**config.mk**
```make
export PLATFORM = sky130hd
export DESIGN_NAME = cwlen_ctrl
export DESIGN_NICKNAME = d
export VERILOG_FILES = /design/src/rtl/cwl_pkg.sv /design/src/rtl/cwl_wear_cnt.sv /design/src/rtl/cwl_trig.sv /design/src/rtl/cwl_step.sv /design/src/rtl/cwl_decode.sv /design/src/rtl/cwlen_ctrl.sv
export SDC_FILE = /design/constraint.sdc
export NUM_CORES = 1
export LEC_CHECK = 0
export BUFFER_PORTS_ARGS = -buffer_cell sky130_fd_sc_hd__buf_2
export CAP_MARGIN = 10
export CORE_MARGIN = 2
export CORE_UTILIZATION = 41
export DETAILED_ROUTE_END_ITERATION = 12
export PLACE_DENSITY = 0.79
export SLEW_MARGIN = 20
export SYNTH_ARGS = -nofsm -noshare
export SYNTH_HDL_FRONTEND = slang
export SYNTH_SLANG_ARGS = --single-unit
```
**constraint.sdc**
```tcl
create_clock -name clk -period 2.8 [get_ports clk]
set_input_delay 0.28 -clock clk [delete_from_list [all_inputs] [get_ports clk]]
set_output_delay 0.28 -clock clk [all_outputs]
set_load 0.05 [all_outputs]
```
**src/rtl/cwl_pkg.sv**
```systemverilog
// Package: shared constants and the level type for the codeword length controller.
// Assumes seven levels; level 6 is the ceiling.
package cwl_pkg;
    localparam int unsigned NUM_LVL = 7;
    localparam int unsigned MAX_LVL = NUM_LVL - 1;
    localparam int unsigned LVL_W   = $clog2(NUM_LVL);
    typedef logic [LVL_W-1:0] lvl_t;
endpackage

```
**src/rtl/cwl_wear_cnt.sv**
```systemverilog
// Module: saturating counter of completed erase operations.
// Assumes inc is a single-cycle pulse; holds at all-ones instead of wrapping.
module cwl_wear_cnt #(
    parameter int unsigned CYC_W = 20
) (
    input  logic             clk,
    input  logic             rst_n,
    input  logic             inc,
    output logic [CYC_W-1:0] count
);
    // Count erase pulses, clear on reset, stop at the maximum value.
    always_ff @(posedge clk) begin
        if (!rst_n) begin
            count <= '0;
        end else if (inc && (count != {CYC_W{1'b1}})) begin
            count <= count + 1'b1;
        end
    end
endmodule

```
**src/rtl/cwl_trig.sv**
```systemverilog
// Module: decides whether the current level should be left.
// Assumes flat threshold buses with the level-0 entry in the lowest bits;
// no trigger is raised at the top level.
module cwl_trig
    import cwl_pkg::*;
#(
    parameter int unsigned CYC_W  = 20,
    parameter int unsigned ERR_W  = 10,
    parameter int unsigned ETHR_W = 10
) (
    input  lvl_t                          level,
    input  logic [CYC_W-1:0]              wear,
    input  logic                          err_valid,
    input  logic [ERR_W-1:0]              err_count,
    input  logic [(NUM_LVL-1)*CYC_W-1:0]  cyc_thr,
    input  logic [(NUM_LVL-1)*ETHR_W-1:0] err_thr,
    output logic                          trig
);
    localparam int unsigned SCL_W = ((ETHR_W > ERR_W) ? ETHR_W : ERR_W) + MAX_LVL;

    logic [CYC_W-1:0]  cyc_a [NUM_LVL-1];
    logic [ETHR_W-1:0] err_a [NUM_LVL-1];

    // Split the flat threshold buses into one entry per level.
    for (genvar g = 0; g < NUM_LVL - 1; g++) begin : g_unpack
        assign cyc_a[g] = cyc_thr[g*CYC_W +: CYC_W];
        assign err_a[g] = err_thr[g*ETHR_W +: ETHR_W];
    end

    logic             at_top;
    logic [2:0]       sel;
    logic [SCL_W-1:0] err_lim;
    logic             cyc_hit;
    logic             err_hit;

    // Compare wear and reported errors against the current level's limits.
    always_comb begin
        at_top  = (32'(level) >= MAX_LVL);
        sel     = at_top ? 3'd0 : 3'(level);
        err_lim = SCL_W'(err_a[sel]) << level;
        cyc_hit = (wear >= cyc_a[sel]);
        err_hit = err_valid && (SCL_W'(err_count) >= err_lim);
        trig    = !at_top && (cyc_hit || err_hit);
    end
endmodule

```
**src/rtl/cwl_step.sv**
```systemverilog
// Module: holds the level, arms a pending step and applies it at a boundary.
// Assumes trig is judged against the present level; a trigger on the step
// edge is dropped because it refers to the old level.
module cwl_step
    import cwl_pkg::*;
(
    input  logic clk,
    input  logic rst_n,
    input  logic trig,
    input  logic cw_idle,
    output lvl_t level,
    output logic lvl_chg
);
    logic pend;

    // Arm on a trigger, step by one at an idle boundary, strobe for one cycle.
    always_ff @(posedge clk) begin
        if (!rst_n) begin
            level   <= '0;
            pend    <= 1'b0;
            lvl_chg <= 1'b0;
        end else begin
            lvl_chg <= 1'b0;
            if (pend && cw_idle && (32'(level) < MAX_LVL)) begin
                level   <= level + 1'b1;
                pend    <= 1'b0;
                lvl_chg <= 1'b1;
            end else if (trig) begin
                pend <= 1'b1;
            end
        end
    end
endmodule

```
**src/rtl/cwl_decode.sv**
```systemverilog
// Module: turns the level into data length, correction strength and parity size.
// Assumes each quantity doubles per level from its base value.
module cwl_decode
    import cwl_pkg::*;
#(
    parameter int unsigned BASE_DATA = 512,
    parameter int unsigned BASE_T    = 8,
    parameter int unsigned BASE_PAR  = 13,
    parameter int unsigned DATA_W    = 16,
    parameter int unsigned CORR_W    = 10,
    parameter int unsigned PAR_W     = 10
) (
    input  lvl_t              level,
    output logic [DATA_W-1:0] data_bytes,
    output logic [CORR_W-1:0] corr_bits,
    output logic [PAR_W-1:0]  parity_bytes
);
    // Scale every base quantity by two to the power of the level.
    always_comb begin
        data_bytes   = DATA_W'(BASE_DATA) << level;
        corr_bits    = CORR_W'(BASE_T) << level;
        parity_bytes = PAR_W'(BASE_PAR) << level;
    end
endmodule

```
**src/rtl/cwlen_ctrl.sv**
```systemverilog
// Module: top of the wear-adaptive codeword length controller.
// Assumes erase_done and err_valid are single-cycle qualifiers and cw_idle
// marks cycles where the datapath may switch codeword size.
module cwlen_ctrl
    import cwl_pkg::*;
#(
    parameter int unsigned CYC_W     = 20,
    parameter int unsigned ERR_W     = 10,
    parameter int unsigned ETHR_W    = 10,
    parameter int unsigned BASE_DATA = 512,
    parameter int unsigned BASE_T    = 8,
    parameter int unsigned BASE_PAR  = 13,
    parameter int unsigned DATA_W    = 16,
    parameter int unsigned CORR_W    = 10,
    parameter int unsigned PAR_W     = 10
) (
    input  logic                          clk,
    input  logic                          rst_n,
    input  logic                          erase_done,
    input  logic                          err_valid,
    input  logic [ERR_W-1:0]              err_count,
    input  logic                          cw_idle,
    input  logic [(NUM_LVL-1)*CYC_W-1:0]  cyc_thr,
    input  logic [(NUM_LVL-1)*ETHR_W-1:0] err_thr,
    output logic [LVL_W-1:0]              level,
    output logic [DATA_W-1:0]             data_bytes,
    output logic [CORR_W-1:0]             corr_bits,
    output logic [PAR_W-1:0]              parity_bytes,
    output logic                          lvl_chg
);
    logic [CYC_W-1:0] wear;
    logic             trig;
    lvl_t             lvl_q;

    cwl_wear_cnt #(.CYC_W(CYC_W)) u_wear (
        .clk   (clk),
        .rst_n (rst_n),
        .inc   (erase_done),
        .count (wear)
    );

    cwl_trig #(.CYC_W(CYC_W), .ERR_W(ERR_W), .ETHR_W(ETHR_W)) u_trig (
        .level     (lvl_q),
        .wear      (wear),
        .err_valid (err_valid),
        .err_count (err_count),
        .cyc_thr   (cyc_thr),
        .err_thr   (err_thr),
        .trig      (trig)
    );

    cwl_step u_step (
        .clk     (clk),
        .rst_n   (rst_n),
        .trig    (trig),
        .cw_idle (cw_idle),
        .level   (lvl_q),
        .lvl_chg (lvl_chg)
    );

    cwl_decode #(
        .BASE_DATA (BASE_DATA), .BASE_T (BASE_T), .BASE_PAR (BASE_PAR),
        .DATA_W (DATA_W), .CORR_W (CORR_W), .PAR_W (PAR_W)
    ) u_dec (
        .level        (lvl_q),
        .data_bytes   (data_bytes),
        .corr_bits    (corr_bits),
        .parity_bytes (parity_bytes)
    );

    assign level = lvl_q;
endmodule

```
==> reports/results.tsv, run 1 <==
stage	metric	value	unit
cells_and_area	layout_commonest_cell	buf_2	
synth	synthMuxAreaShare	0.275	
timing	skew	0.00963	ns
clock_network	htree_levels	1	
setup_path	cp-end-kind	register	
synth	ys.flop_type	dfxtp_1	
global_routing	globalRouteMet2Util	0.461	
timing	fin_crit_sh	1.09	
global_routing	antenna_found_initial	2	
timing	setup_viol	1	
setup_path	r2r-start	u_step.level[2]	
setup_path	reg2reg_depth	11	
cells_and_area	nets	965	
global_routing	grt-busiest-layer	met2	
flow_run	maxCapViolCount	0	
route	drc	0	
synth	synth_edf_count	0	
min_path	min-delay-start	rst_n	
die	dieArea	10700	sq um
status	violations	negative setup slack	
synth	syn_inst	502	
route	avgRoutedWirePerCell	16.1	microns
setup_path	reg2reg_to	u_step.pend	
setup_path	worstPathArrival	3.23	ns
timing	worst_pin_slew	0.719	ns
cells_and_area	final_util	0.575	
placement	dp_hpwl	11800	microns
timing	slew-limit-headroom	0.520	
global_routing	grt_start_max_net_pins	48	
global_routing	overflow	0	
global_routing	grt_pass1_vias	4269	
min_path	min_path_type	input pin to register	
synth	ys_types	53	
timing	finalHoldViolations	0	
die	coreArea	9680	sq um
die	die_width	103	microns
clock_network	root_buffer	clkbuf_8	
route	drt-total-wl	13900	microns
synth	async_flop_share	0	
clock_network	cts-buffers-inserted	3	
timing	fmax	326	MHz
timing	rsz0062_at_grt	true	
placement	portBuffers	222	
setup_path	critPathLaunchType	register	
setup_path	cp.required	2.96	ns
cells_and_area	final_cell_mix	222 x buf_2, 54 x mux2i_1, 47 x nor2_1, 46 x buf_4, 43 x nand2_1	
synth	syn_area	4050	sq um
setup_path	r2r_setup_slack	-0.26	ns
synth	avgSynthCellArea	8.07	sq um
route	routed_via_density	5.29	
placement	gp_congestion	0.908	
synth	synth_xor_area_frac	0.0411	
cells_and_area	area_delta_synth_final	37.5	%
die	row_count	36	
status	status	finished with violations	
clock_network	hold_buffers	0	
pwr	p_total	1350	uW
synth	synth-seq-cells	25	
cells_and_area	layout-drive-gt1-share	0.453	
pwr	power_density	243	nW/um^2
setup_path	path_class	register to register	
global_routing	grt_usage	0.236	
global_routing	grtUsageMet1	0.272	
global_routing	met3_usage	0.0363	
clock_network	clock_path_buffers	2	
synth	synth-compound-area-share	0.182	
synth	synth_top_family_by_area	multiplexers	
synth	yosys.area_share.adder	0.111	
clock_network	clock_latency	0.28	ns
synth	synth-simple-area-share	0.174	
pwr	power_leakage	0.00268	uW
route	ant_nets	0	
min_path	hold_depth	2	
route	drt-pass1-iter-count	4	
route	vias	4589	
synth	ys_warn_count	0	
pwr	vdd_drop_max	0.000178	V
route	dr.first_iter.drc_count	137	
synth	seq_area_frac_synth	0.124	
die	start_util	0.418	
clock_network	cts_sinks	25	
timing	fin_crit	3.06	ns
global_routing	grt_pass1_wl	19900	microns
setup_path	critPathMaxFanout	5	
timing	slew_violations	0	
die	io_pins	235	
clock_network	path_clk_slew	0.10	ns
clock_network	cts_tree	yes	
die	die_h	103	microns
min_path	whs_endpoint	u_wear.count[18]	
timing	finalWorstSetupSlack	-0.265	ns
[metal layers]
layer,share of wire,vias to the layer above
li1,-,2287
met1,0.41,2141
met2,0.53,138
met3,0.053,21
met4,0.014,2
met5,0.00079,-
[cell type report]
cell class	instances	area, sq um
Antenna cell	1	2.50
Clock buffer	3	41.3
Clock inverter	1	8.76
Fill cell	888	4120
Inverter	12	45.0
Multi-Input combinational cell	422	3300
Sequential cell	25	509
Tap cell	133	166
Timing Repair Buffer	270	1500
[worst max-delay path: stages, from the launching register on]
cell and delay (ns):
dfxtp_4 0.38, mux4_2 0.53, mux4_2 0.53, nor2_4 0.11, a21oi_2 0.05, a22oi_2 0.19, ha_4 0.25, a2111oi_4 0.30
o21ai_1 0.12, a221o_1 0.31, o211ai_1 0.09, o22ai_1 0.10
[repair_timing]
action,in CTS,in global routing
pin swaps,2,5
resized for setup,2,13
setup buffers,1,0
endpoints found under the setup margin,1,1
[worst max path at each step]
stage,start,slack [ns],endpoint
5_1_grt,u_step.level[2],-0.40,u_step.pend
2_1_floorplan,u_step.level[2],-0.29,u_step.pend
6_report,u_step.level[2],-0.26,u_step.pend
4_1_cts,u_step.level[2],-0.35,u_step.pend
3_5_place_dp,u_step.level[2],-0.38,u_step.pend
3_3_place_gp,u_step.level[2],-0.30,u_step.pend
[stage by stage]
stage | worst slack, ns | cell area (sq um) | std cells | TNS, ns | hold slack (ns)
3_3_place_gp | -0.299 | 5430 | 861 | -0.299 | 0.529
3_5_place_dp | -0.379 | 5430 | 861 | -0.379 | 0.542
2_1_floorplan | -0.294 | 4110 | 513 | -0.928 | 0.402
5_1_grt | -0.403 | 5570 | 866 | -0.403 | 0.247
6_report | -0.265 | 5570 | 867 | -0.265 | 0.250
4_1_cts | -0.349 | 5490 | 866 | -0.349 | 0.244
[synthesized netlist by cell type (8+ instances only)]
library cell | count | area [sq um]
buf_2 | 15 | 75.1
ha_1 | 36 | 450
dfxtp_1 | 25 | 500
clkbuf_1 | 8 | 30.0
nand3_1 | 9 | 45.0
a21o_1 | 8 | 60.1
nand4_1 | 9 | 56.3
o21ai_0 | 36 | 180
a211oi_1 | 17 | 128
mux4_2 | 15 | 338
xor2_1 | 11 | 96.3
nor2_1 | 47 | 176
inv_1 | 11 | 41.3
mux2i_1 | 55 | 551
buf_4 | 27 | 203
mux2_2 | 20 | 225
xnor2_1 | 8 | 70.1
nand2_1 | 43 | 161
a21oi_1 | 28 | 140
[sequential cells by signal, indices dropped and copies added, names as in the netlist]
name and count:
u_step.level 3, u_step.lvl_chg 1, u_wear.count 20, u_step.pend 1
[where the power goes]
group          leakage [uW]  switching (uW)  internal (uW)  total (uW)
logic               0.00245             384            359         743
clock network     0.0000261             133            105         238
registers          0.000204            10.8            362         373
total               0.00268             527            826        1350
[logic make-up (layout without fill, tap and decap cells)]
logic type | count (synthesis) | count (layout)
simple gates | 148 | 148
compound gates | 117 | 117
mux | 90 | 90
buf+inv | 66 | 286
fa+ha+maj | 36 | 36
flops | 25 | 25
xor+xnor | 19 | 19
other cells | 1 | 13
No activity file was read; power rests on OpenSTA's default activity.
==> run 2: changes to the inputs <==
CORE_UTILIZATION = 36   (was 41)
PLACE_DENSITY = 0.71   (was 0.79)
==> reports/results.tsv, run 2 (synthesis results as in run 1) <==
stage	metric	value	unit
route	routed_via_density	5.26	
cells_and_area	regMostFlops	u_wear.count	
clock_network	cts_tree	yes	
global_routing	grt_start_max_net_pins	44	
die	start_util	0.372	
timing	finalHoldViolations	0	
timing	finalWorstSetupSlack	-0.278	ns
timing	fin_crit_sh	1.10	
placement	place_inst	861	
cells_and_area	nets	963	
cells_and_area	num_antenna_cells	0	
cells_and_area	area_delta_synth_final	36.1	%
route	vias	4578	
min_path	whs_endpoint	u_wear.count[18]	
timing	fin_crit	3.08	ns
clock_network	cts-buffers-inserted	3	
pwr	p_total	1320	uW
setup_path	critPathMaxFanout	5	
die	io_pins	235	
setup_path	worstPathArrival	3.24	ns
flow_run	maxCapViolCount	0	
die	die_width	110	microns
timing	fmax	325	MHz
placement	portBuffers	222	
cells_and_area	final_cell_mix	222 x buf_2, 55 x mux2i_1, 47 x nor2_1, 43 x nand2_1, 43 x buf_4	
placement	dpl_worst_slack	-0.379	ns
route	drt-pass1-iter-count	4	
setup_path	path_class	register to register	
placement	post_dp_cell_area	5390	sq um
global_routing	overflow	0	
setup_path	reg2reg_to	u_step.pend	
die	row_count	38	
clock_network	clock_path_buffers	2	
pwr	power_density	239	nW/um^2
clock_network	path_clk_slew	0.09	ns
clock_network	hold_buffers	0	
global_routing	antenna_found_initial	0	
route	avgRoutedWirePerCell	16.2	microns
route	dr.first_iter.drc_count	252	
cells_and_area	final_cell_area	5510	sq um
pwr	vdd_drop_max	0.000160	V
status	status	finished with violations	
placement	gp_congestion	0.902	
min_path	min_path_type	input pin to register	
timing	rsz0062_at_grt	true	
cells_and_area	layout_commonest_cell	buf_2	
global_routing	grt_pass1_wl	20500	microns
die	dieArea	12100	sq um
clock_network	cts_sinks	25	
min_path	hold_depth	2	
clock_network	clock_latency	0.27	ns
die	die_h	110	microns
setup_path	reg2reg_depth	11	
timing	setup_viol	1	
setup_path	critPathLaunchType	register	
cells_and_area	largestRegisters	u_wear.count x20, u_step.level x3	
clock_network	htree_levels	1	
route	drc	0	
setup_path	cp.required	2.96	ns
die	coreArea	10900	sq um
setup_path	r2r_setup_slack	-0.28	ns
setup_path	r2r-start	u_step.level[2]	
setup_path	cp-end-kind	register	
status	violations	negative setup slack	
cells_and_area	final_util	0.506	
placement	dp_hpwl	11900	microns
timing	worst_pin_slew	0.708	ns
timing	skew	0.00157	ns
pwr	power_leakage	0.00268	uW
timing	slew-limit-headroom	0.527	
cells_and_area	fill_cells	1054	
clock_network	root_buffer	clkbuf_8	
route	ant_nets	0	
cells_and_area	layout.cells.non_filler	871	
cells_and_area	largest_reg_flops	20	
timing	slew_violations	0	
route	drt-total-wl	14100	microns
global_routing	grt_pass1_vias	4392	
cells_and_area	layout-drive-gt1-share	0.442	
min_path	min-delay-start	rst_n	
global_routing	grt_usage	0.217	
## run 2: final cells by class
cell class / instances / area (sq um) / share of cell area
inverters: 12 / 45.0 / 0.00817
multi-input cells: 422 / 3250 / 0.590
well taps: 140 / 175 / 0.0318
flip-flops and latches: 25 / 509 / 0.0924
repair buffers: 268 / 1490 / 0.269
clock buffers: 3 / 41.3 / 0.00749
clock inverters: 1 / 5.00 / 0.000908
## run 2: where the power goes
part | switching (uW) | leakage, uW | internal, uW | total [uW]
registers | 10.1 | 0.000204 | 362 | 372
clock network | 121 | 0.0000255 | 99.9 | 221
logic | 378 | 0.00245 | 348 | 726
total | 509 | 0.00268 | 810 | 1320
## run 2: layer usage
layer  vias up  track usage  routed length (microns)
met5         -            0                        0
met2       167        0.431                     7590
met4         0       0.0353                      131
met3        12       0.0300                      911
met1      2115        0.244                     5490
li1       2284            -                        -
## run 2: worst max path at each step
stage                          from     endpoint  slack [ns]  depth (start not counted)
floorplan           u_step.level[2]  u_step.pend       -0.29                         12
global placement    u_step.level[2]  u_step.pend       -0.28                         11
detailed placement  u_step.level[2]  u_step.pend       -0.38                         11
CTS                 u_step.level[2]  u_step.pend       -0.31                         11
global route        u_step.level[2]  u_step.pend       -0.38                         11
finish              u_step.level[2]  u_step.pend       -0.28                         11
## run 2: worst max-delay path: stages, from the launching register on
cell and delay [ns]:
dfxtp_4 0.38, mux4_2 0.53, mux4_2 0.52, nor2_2 0.12
a21oi_2 0.05, a22oi_1 0.16, ha_1 0.29, a2111oi_4 0.29
o21ai_1 0.11, a221o_1 0.30, o211ai_1 0.09, o22ai_1 0.10
## run 2: repair_timing
action                                  in CTS  in global routing
setup buffers                                4                  2
endpoints found under the setup margin       1                  1
cloned                                       0                  0
resized for setup                            5                  6
pin swaps                                    1                  4
## run 2: metrics by stage
step / hold WS [ns] / setup TNS [ns]
finish: 0.258 / -0.278
global route: 0.254 / -0.377
CTS: 0.253 / -0.305
detailed placement: 0.528 / -0.379
global placement: 0.531 / -0.284
floorplan: 0.402 / -0.928
